$ cat config.mk
export PLATFORM = sky130hd
export DESIGN_NAME = rng_byte_fetcher
export DESIGN_NICKNAME = d
export VERILOG_FILES = /design/src/rtl/rbf_pkg.sv /design/src/rtl/rbf_sync.sv /design/src/rtl/rbf_link_fsm.sv /design/src/rtl/rbf_host_regs.sv /design/src/rtl/rng_byte_fetcher.sv
export SDC_FILE = /design/constraint.sdc
export NUM_CORES = 1
export LEC_CHECK = 0
export ABC_AREA = 1
export BUFFER_PORTS_ARGS = -buffer_cell sky130_fd_sc_hd__buf_2
export CORE_MARGIN = 2
export CORE_UTILIZATION = 44
export DETAILED_ROUTE_END_ITERATION = 12
export PLACE_DENSITY = 0.68
export SETUP_SLACK_MARGIN = 0.4
export SLEW_MARGIN = 20
export SYNTH_ARGS = -nofsm -noshare
export SYNTH_HDL_FRONTEND = slang
export SYNTH_SLANG_ARGS = --single-unit
$ cat constraint.sdc
create_clock -name clk -period 3.25 [get_ports clk]
set_clock_uncertainty 0.1 [all_clocks]
set_input_delay 0.65 -clock clk [delete_from_list [all_inputs] [get_ports clk]]
set_output_delay 0.65 -clock clk [all_outputs]
set_load 0.05 [all_outputs]
$ cat src/rtl/rbf_pkg.sv
package rbf_pkg;

  typedef enum logic [1:0] {
    LNK_IDLE = 2'd0,
    LNK_REQ  = 2'd1,
    LNK_HOLD = 2'd2
  } link_state_t;

  localparam logic [1:0] ADDR_COUNT = 2'd0;
  localparam logic [1:0] ADDR_DATA  = 2'd1;
  localparam logic [1:0] ADDR_STAT  = 2'd2;

  localparam int ST_BUSY  = 0;
  localparam int ST_VALID = 1;
  localparam int ST_DONE  = 2;
  localparam int ST_W     = 3;

  function automatic logic [ST_W-1:0] pack_status(input logic busy,
                                                   input logic valid,
                                                   input logic complete);
    logic [ST_W-1:0] s;
    s = '0;
    s[ST_BUSY]  = busy;
    s[ST_VALID] = valid;
    s[ST_DONE]  = complete;
    return s;
  endfunction

endpackage

$ cat src/rtl/rbf_sync.sv
module rbf_sync #(
  parameter int STAGES = 2
) (
  input  logic clk,
  input  logic rst_n,
  input  logic d_i,
  output logic q_o
);
  localparam int N = (STAGES < 2) ? 2 : STAGES;

  logic [N-1:0] chain_q;

  always_ff @(posedge clk or negedge rst_n) begin
    if (!rst_n) chain_q <= '0;
    else        chain_q <= {chain_q[N-2:0], d_i};
  end

  assign q_o = chain_q[N-1];
endmodule

$ cat src/rtl/rbf_link_fsm.sv
module rbf_link_fsm
  import rbf_pkg::*;
#(
  parameter int CNT_W  = 8,
  parameter int DATA_W = 8
) (
  input  logic              clk,
  input  logic              rst_n,
  input  logic              load_i,
  input  logic [CNT_W-1:0]  load_cnt_i,
  input  logic              ack_sync_i,
  input  logic [DATA_W-1:0] data_i,
  input  logic              pending_i,
  output logic              req_o,
  output logic              busy_o,
  output logic              complete_o,
  output logic              capture_o,
  output logic [CNT_W-1:0]  remaining_o,
  output logic [DATA_W-1:0] byte_o
);

  function automatic logic [CNT_W-1:0] count_after_byte(input logic [CNT_W-1:0] c);
    return (c == '0) ? '0 : c - CNT_W'(1);
  endfunction

  link_state_t       state_q, state_d;
  logic [CNT_W-1:0]  remain_q, remain_d;
  logic [DATA_W-1:0] byte_q;
  logic              complete_q, complete_d;
  logic              accept_load;
  logic              release_ok;

  assign accept_load = load_i && (state_q == LNK_IDLE);
  assign capture_o   = (state_q == LNK_REQ) && ack_sync_i;
  assign release_ok  = (state_q == LNK_HOLD) && !ack_sync_i && !pending_i;

  always_comb begin
    state_d    = state_q;
    remain_d   = remain_q;
    complete_d = complete_q;
    unique case (state_q)
      LNK_IDLE: begin
        if (accept_load) begin
          if (load_cnt_i == '0) begin
            complete_d = 1'b1;
          end else begin
            complete_d = 1'b0;
            remain_d   = load_cnt_i;
            state_d    = LNK_REQ;
          end
        end
      end
      LNK_REQ: begin
        if (capture_o) begin
          remain_d = count_after_byte(remain_q);
          state_d  = LNK_HOLD;
        end
      end
      LNK_HOLD: begin
        if (release_ok) begin
          if (remain_q == '0) begin
            complete_d = 1'b1;
            state_d    = LNK_IDLE;
          end else begin
            state_d = LNK_REQ;
          end
        end
      end
      default: state_d = LNK_IDLE;
    endcase
  end

  always_ff @(posedge clk or negedge rst_n) begin
    if (!rst_n) begin
      state_q    <= LNK_IDLE;
      remain_q   <= '0;
      complete_q <= 1'b0;
      byte_q     <= '0;
    end else begin
      state_q    <= state_d;
      remain_q   <= remain_d;
      complete_q <= complete_d;
      if (capture_o) byte_q <= data_i;
    end
  end

  assign req_o       = (state_q == LNK_REQ);
  assign busy_o      = (state_q != LNK_IDLE);
  assign complete_o  = complete_q;
  assign remaining_o = remain_q;
  assign byte_o      = byte_q;
endmodule

$ cat src/rtl/rbf_host_regs.sv
module rbf_host_regs
  import rbf_pkg::*;
#(
  parameter int CNT_W  = 8,
  parameter int DATA_W = 8,
  parameter int REG_W  = 8
) (
  input  logic              clk,
  input  logic              rst_n,
  input  logic              wr_i,
  input  logic              rd_i,
  input  logic [1:0]        addr_i,
  input  logic [REG_W-1:0]  wdata_i,
  output logic [REG_W-1:0]  rdata_o,
  output logic              irq_o,
  output logic              load_o,
  output logic [CNT_W-1:0]  load_cnt_o,
  output logic              pending_o,
  input  logic              capture_i,
  input  logic [DATA_W-1:0] byte_i,
  input  logic              busy_i,
  input  logic              complete_i,
  input  logic [CNT_W-1:0]  remaining_i
);

  logic valid_q;
  logic data_read;

  assign data_read  = rd_i && (addr_i == ADDR_DATA);
  assign load_o     = wr_i && (addr_i == ADDR_COUNT);
  assign load_cnt_o = wdata_i[CNT_W-1:0];

  always_ff @(posedge clk or negedge rst_n) begin
    if (!rst_n)         valid_q <= 1'b0;
    else if (capture_i) valid_q <= 1'b1;
    else if (data_read) valid_q <= 1'b0;
  end

  always_comb begin
    rdata_o = '0;
    unique case (addr_i)
      ADDR_COUNT: rdata_o = REG_W'(remaining_i);
      ADDR_DATA:  rdata_o = REG_W'(byte_i);
      ADDR_STAT:  rdata_o = REG_W'(pack_status(busy_i, valid_q, complete_i));
      default:    rdata_o = '0;
    endcase
  end

  assign pending_o = valid_q;
  assign irq_o     = valid_q;
endmodule

$ cat src/rtl/rng_byte_fetcher.sv
module rng_byte_fetcher #(
  parameter int CNT_W     = 8,
  parameter int DATA_W    = 8,
  parameter int SYNC_STGS = 2,
  localparam int REG_W    = (CNT_W > DATA_W) ? CNT_W : DATA_W
) (
  input  logic              clk,
  input  logic              rst_n,
  input  logic              host_wr,
  input  logic              host_rd,
  input  logic [1:0]        host_addr,
  input  logic [REG_W-1:0]  host_wdata,
  output logic [REG_W-1:0]  host_rdata,
  output logic              host_irq,
  output logic              link_req_o,
  input  logic              link_ack_i,
  input  logic [DATA_W-1:0] link_data_i
);

  logic              ack_sync;
  logic              load_evt;
  logic [CNT_W-1:0]  load_cnt;
  logic              byte_pending;
  logic              capture_evt;
  logic              busy;
  logic              complete;
  logic [CNT_W-1:0]  remaining;
  logic [DATA_W-1:0] held_byte;

  rbf_sync #(.STAGES(SYNC_STGS)) ack_sync_i (
    .clk  (clk),
    .rst_n(rst_n),
    .d_i  (link_ack_i),
    .q_o  (ack_sync)
  );

  rbf_link_fsm #(.CNT_W(CNT_W), .DATA_W(DATA_W)) link_i (
    .clk        (clk),
    .rst_n      (rst_n),
    .load_i     (load_evt),
    .load_cnt_i (load_cnt),
    .ack_sync_i (ack_sync),
    .data_i     (link_data_i),
    .pending_i  (byte_pending),
    .req_o      (link_req_o),
    .busy_o     (busy),
    .complete_o (complete),
    .capture_o  (capture_evt),
    .remaining_o(remaining),
    .byte_o     (held_byte)
  );

  rbf_host_regs #(.CNT_W(CNT_W), .DATA_W(DATA_W), .REG_W(REG_W)) regs_i (
    .clk        (clk),
    .rst_n      (rst_n),
    .wr_i       (host_wr),
    .rd_i       (host_rd),
    .addr_i     (host_addr),
    .wdata_i    (host_wdata),
    .rdata_o    (host_rdata),
    .irq_o      (host_irq),
    .load_o     (load_evt),
    .load_cnt_o (load_cnt),
    .pending_o  (byte_pending),
    .capture_i  (capture_evt),
    .byte_i     (held_byte),
    .busy_i     (busy),
    .complete_i (complete),
    .remaining_i(remaining)
  );
endmodule

==> metrics.txt <==
Net Count, Synth=201; number of port buffers=32; drt pass-1 iters=4; crit-path leading delay family=simple AND/OR/NAND/NOR gates; Most Frequent Cell on Critical Path=buf_2; Synth top area share=41.7%; NetSw=0.000809 W; power share of the combinational group=55.6%; initial antenna violation count=0; Final Core Density=56.0%; CTS clk-pin slew, worst paths=0.13 ns; startpoint types=input port; Final Hold Viols=0; Internal=0.000828 W; Worst Path Required=2.50 ns; Fillers=281; Synth Area per Inst=7.50 um^2; largest cells by area after synthesis=dfrtp_1, nand2_1, mux2_2; Initial Util=47.1%; via count=1,254; clk root buf=clkbuf_4; Gate Count Post-Synth=176; die outline width=58.8 um; Fmax=0.404 GHz; slowest CP cell=nor2_1; initial drt markers=56; Rel. slew slack=63.0%; cell taking the most area after synthesis=dfrtp_1; clk sinks=22; CTS buffer count=3; DR DRC count=0; first-pass GRT wire length=5130 um; Ports=33; status=finished clean; wire per inst=12.8 um; row cnt=19; final setup vio count=0; period utilization=76.3%; RSZ-0062 raised after global routing=no; minimum clock period=2.48 ns; Post-CTS Resized=0; Core ar.=0.00281 mm^2; diode count=0; Hold WC Path Type=input port to async pin; max_cap viols=0; share of layout cells above drive strength 1=26.4%; global placer's final weighted congestion=0.855; Clk pwr share=13.0%; crit path DAT=1.73 ns; Worst Setup End Kind=output pin; Seq/Total Area, Yosys=41.7%; number of global-route vias before repair=1,157; grt total ovfl=0; CP Buf/Inv Count=3; Layout Nets=238; total track usage=19.5%; Yosys cell types=20; Max VDD drop=662 uV; Area Overhead vs Synth=19.1%; Leak=0.848 nW; critical path peak fanout=9; setup TNS=0 ns; clock buffer depth=2; measured slew at the worst slew-check pin=0.552 ns; #FFs+latches synth=22; synthesized cell area=0.00132 mm^2; sw frac=49.4%; synthesis warning total=0; Max Slew Vio Count=0; H-Tree Depth=1; CP peak stage delay=0.43 ns; pwr dens=1040 mW/mm^2; CTS tree=built; hpwl dp=2420 um; Routed WL=3110 um; Vias/cell=5.16; die height=58.8 um; Worst-Skew Late Latency=0.31 ns; Post CTS Setup Buffer Count=0; antenna-violating nets left=0; Seq pwr share=31.4%; Setup CP Type=input port to output pin; largest net degree at the start of global routing=23; Hold Buf Count CTS=0; crit-path cells=buf_2 -> inv_1 -> nor2_1 -> nand2_1 -> o21ai_0 -> buf_2; Die ar.=0.00345 mm^2
[cell type report]
| class | count | area (um^2) | area share (%) |
|---|---|---|---|
| Clock buffer | 3 | 22.5 | 1.43 |
| Multi-Input combinational cell | 135 | 698 | 44.4 |
| Sequential cell | 22 | 551 | 35.0 |
| Inverter | 19 | 71.3 | 4.54 |
| Timing Repair Buffer | 32 | 160 | 10.2 |
| Tap cell | 31 | 38.8 | 2.47 |
| Clock inverter | 1 | 30.0 | 1.91 |
[power by group through the flow]
stage          Combinational, W  Clock, W  Sequential [W]
2_1_floorplan          0.000705         0        0.000509
3_3_place_gp           0.000899         0        0.000513
3_5_place_dp           0.000920         0        0.000516
4_1_cts                0.000921  0.000219        0.000512
5_1_grt                 0.00102  0.000230        0.000530
6_report               0.000911  0.000212        0.000514
[per-stage QoR]
stage | total power, W | hold slack (ns) | area (um^2) | setup slack [ns] | std cells
final | 0.00164 | 0.185 | 1570 | 0.772 | 243
after CTS | 0.00165 | 0.189 | 1570 | 0.789 | 243
after detailed placement | 0.00144 | 0.238 | 1520 | 0.792 | 239
after floorplan | 0.00121 | 0.231 | 1320 | 0.530 | 176
after global placement | 0.00141 | 0.233 | 1520 | 0.839 | 239
after global routing | 0.00178 | 0.210 | 1570 | 0.629 | 243
[logic make-up (layout without fill, tap and decap cells)]
kind of cell	after synthesis	in the layout	synth area share [%]
flops	22	22	41.7
fa+ha+maj	2	2	1.90
compound gates	18	18	7.58
simple gates	107	107	36.6
mux	8	8	6.82
buf+inv	19	55	5.40
[layout by cell type, fill, tap and decap left out, types with 3 or more instances in the layout]
cell / synthesis / routed
nor2_1: 17 / 17
buf_2: 0 / 32
inv_1: 17 / 17
o21ai_0: 13 / 13
clkbuf_4: 0 / 3
mux2_2: 8 / 8
nand3_1: 8 / 8
dfrtp_1: 22 / 22
nand2_1: 69 / 69
[state kept, by name, summed over array words and instances (netlist names)]
signal	count
link_i.state_q	2
link_i.remaining_o	8
ack_sync_i.chain_q	2
regs_i.irq_o	1
link_i.complete_o	1
link_i.byte_o	8
[path summary, 6_finish.rpt]
check                                 startpoint                     to  slack (ns)  cells past startpoint
max in group asynchronous                  rst_n  link_i.remaining_o[0]        2.52                      1
setup / recovery                    host_addr[0]          host_rdata[6]        0.77                      6
hold reg to reg            ack_sync_i.chain_q[0]  ack_sync_i.chain_q[1]        0.27                      0
min in group clk           ack_sync_i.chain_q[0]  ack_sync_i.chain_q[1]        0.27                      0
hold / removal                             rst_n  link_i.remaining_o[4]        0.18                      1
setup reg to reg           link_i.remaining_o[0]  link_i.remaining_o[3]        1.75                      9
[routing by layer]
layer	vias to the layer above	track usage, %	share of wire (%)
met5	-	0	0
li1	634	-	-
met2	25	33.3	51
met3	2	4.62	4.1
met1	593	26.2	45
met4	0	1.95	0.26
[synth_stat cells]
| master | number |
|---|---|
| nand2_1 | 69 |
| dfrtp_1 | 22 |
| inv_1 | 17 |
| nor2_1 | 17 |
| o21ai_0 | 13 |
| mux2_2 | 8 |
| nand3_1 | 8 |
| a21oi_1 | 2 |
| ha_1 | 2 |
| inv_2 | 2 |
| nand2_2 | 2 |
| nand2_4 | 2 |
| nand4_1 | 2 |
| nor2_2 | 2 |
| nor2_4 | 2 |
| o221ai_1 | 2 |
| nand4_4 | 1 |
| nor3b_1 | 1 |
| o211ai_1 | 1 |
| or2_4 | 1 |
Note: power is estimated with default switching activity, not from simulation.
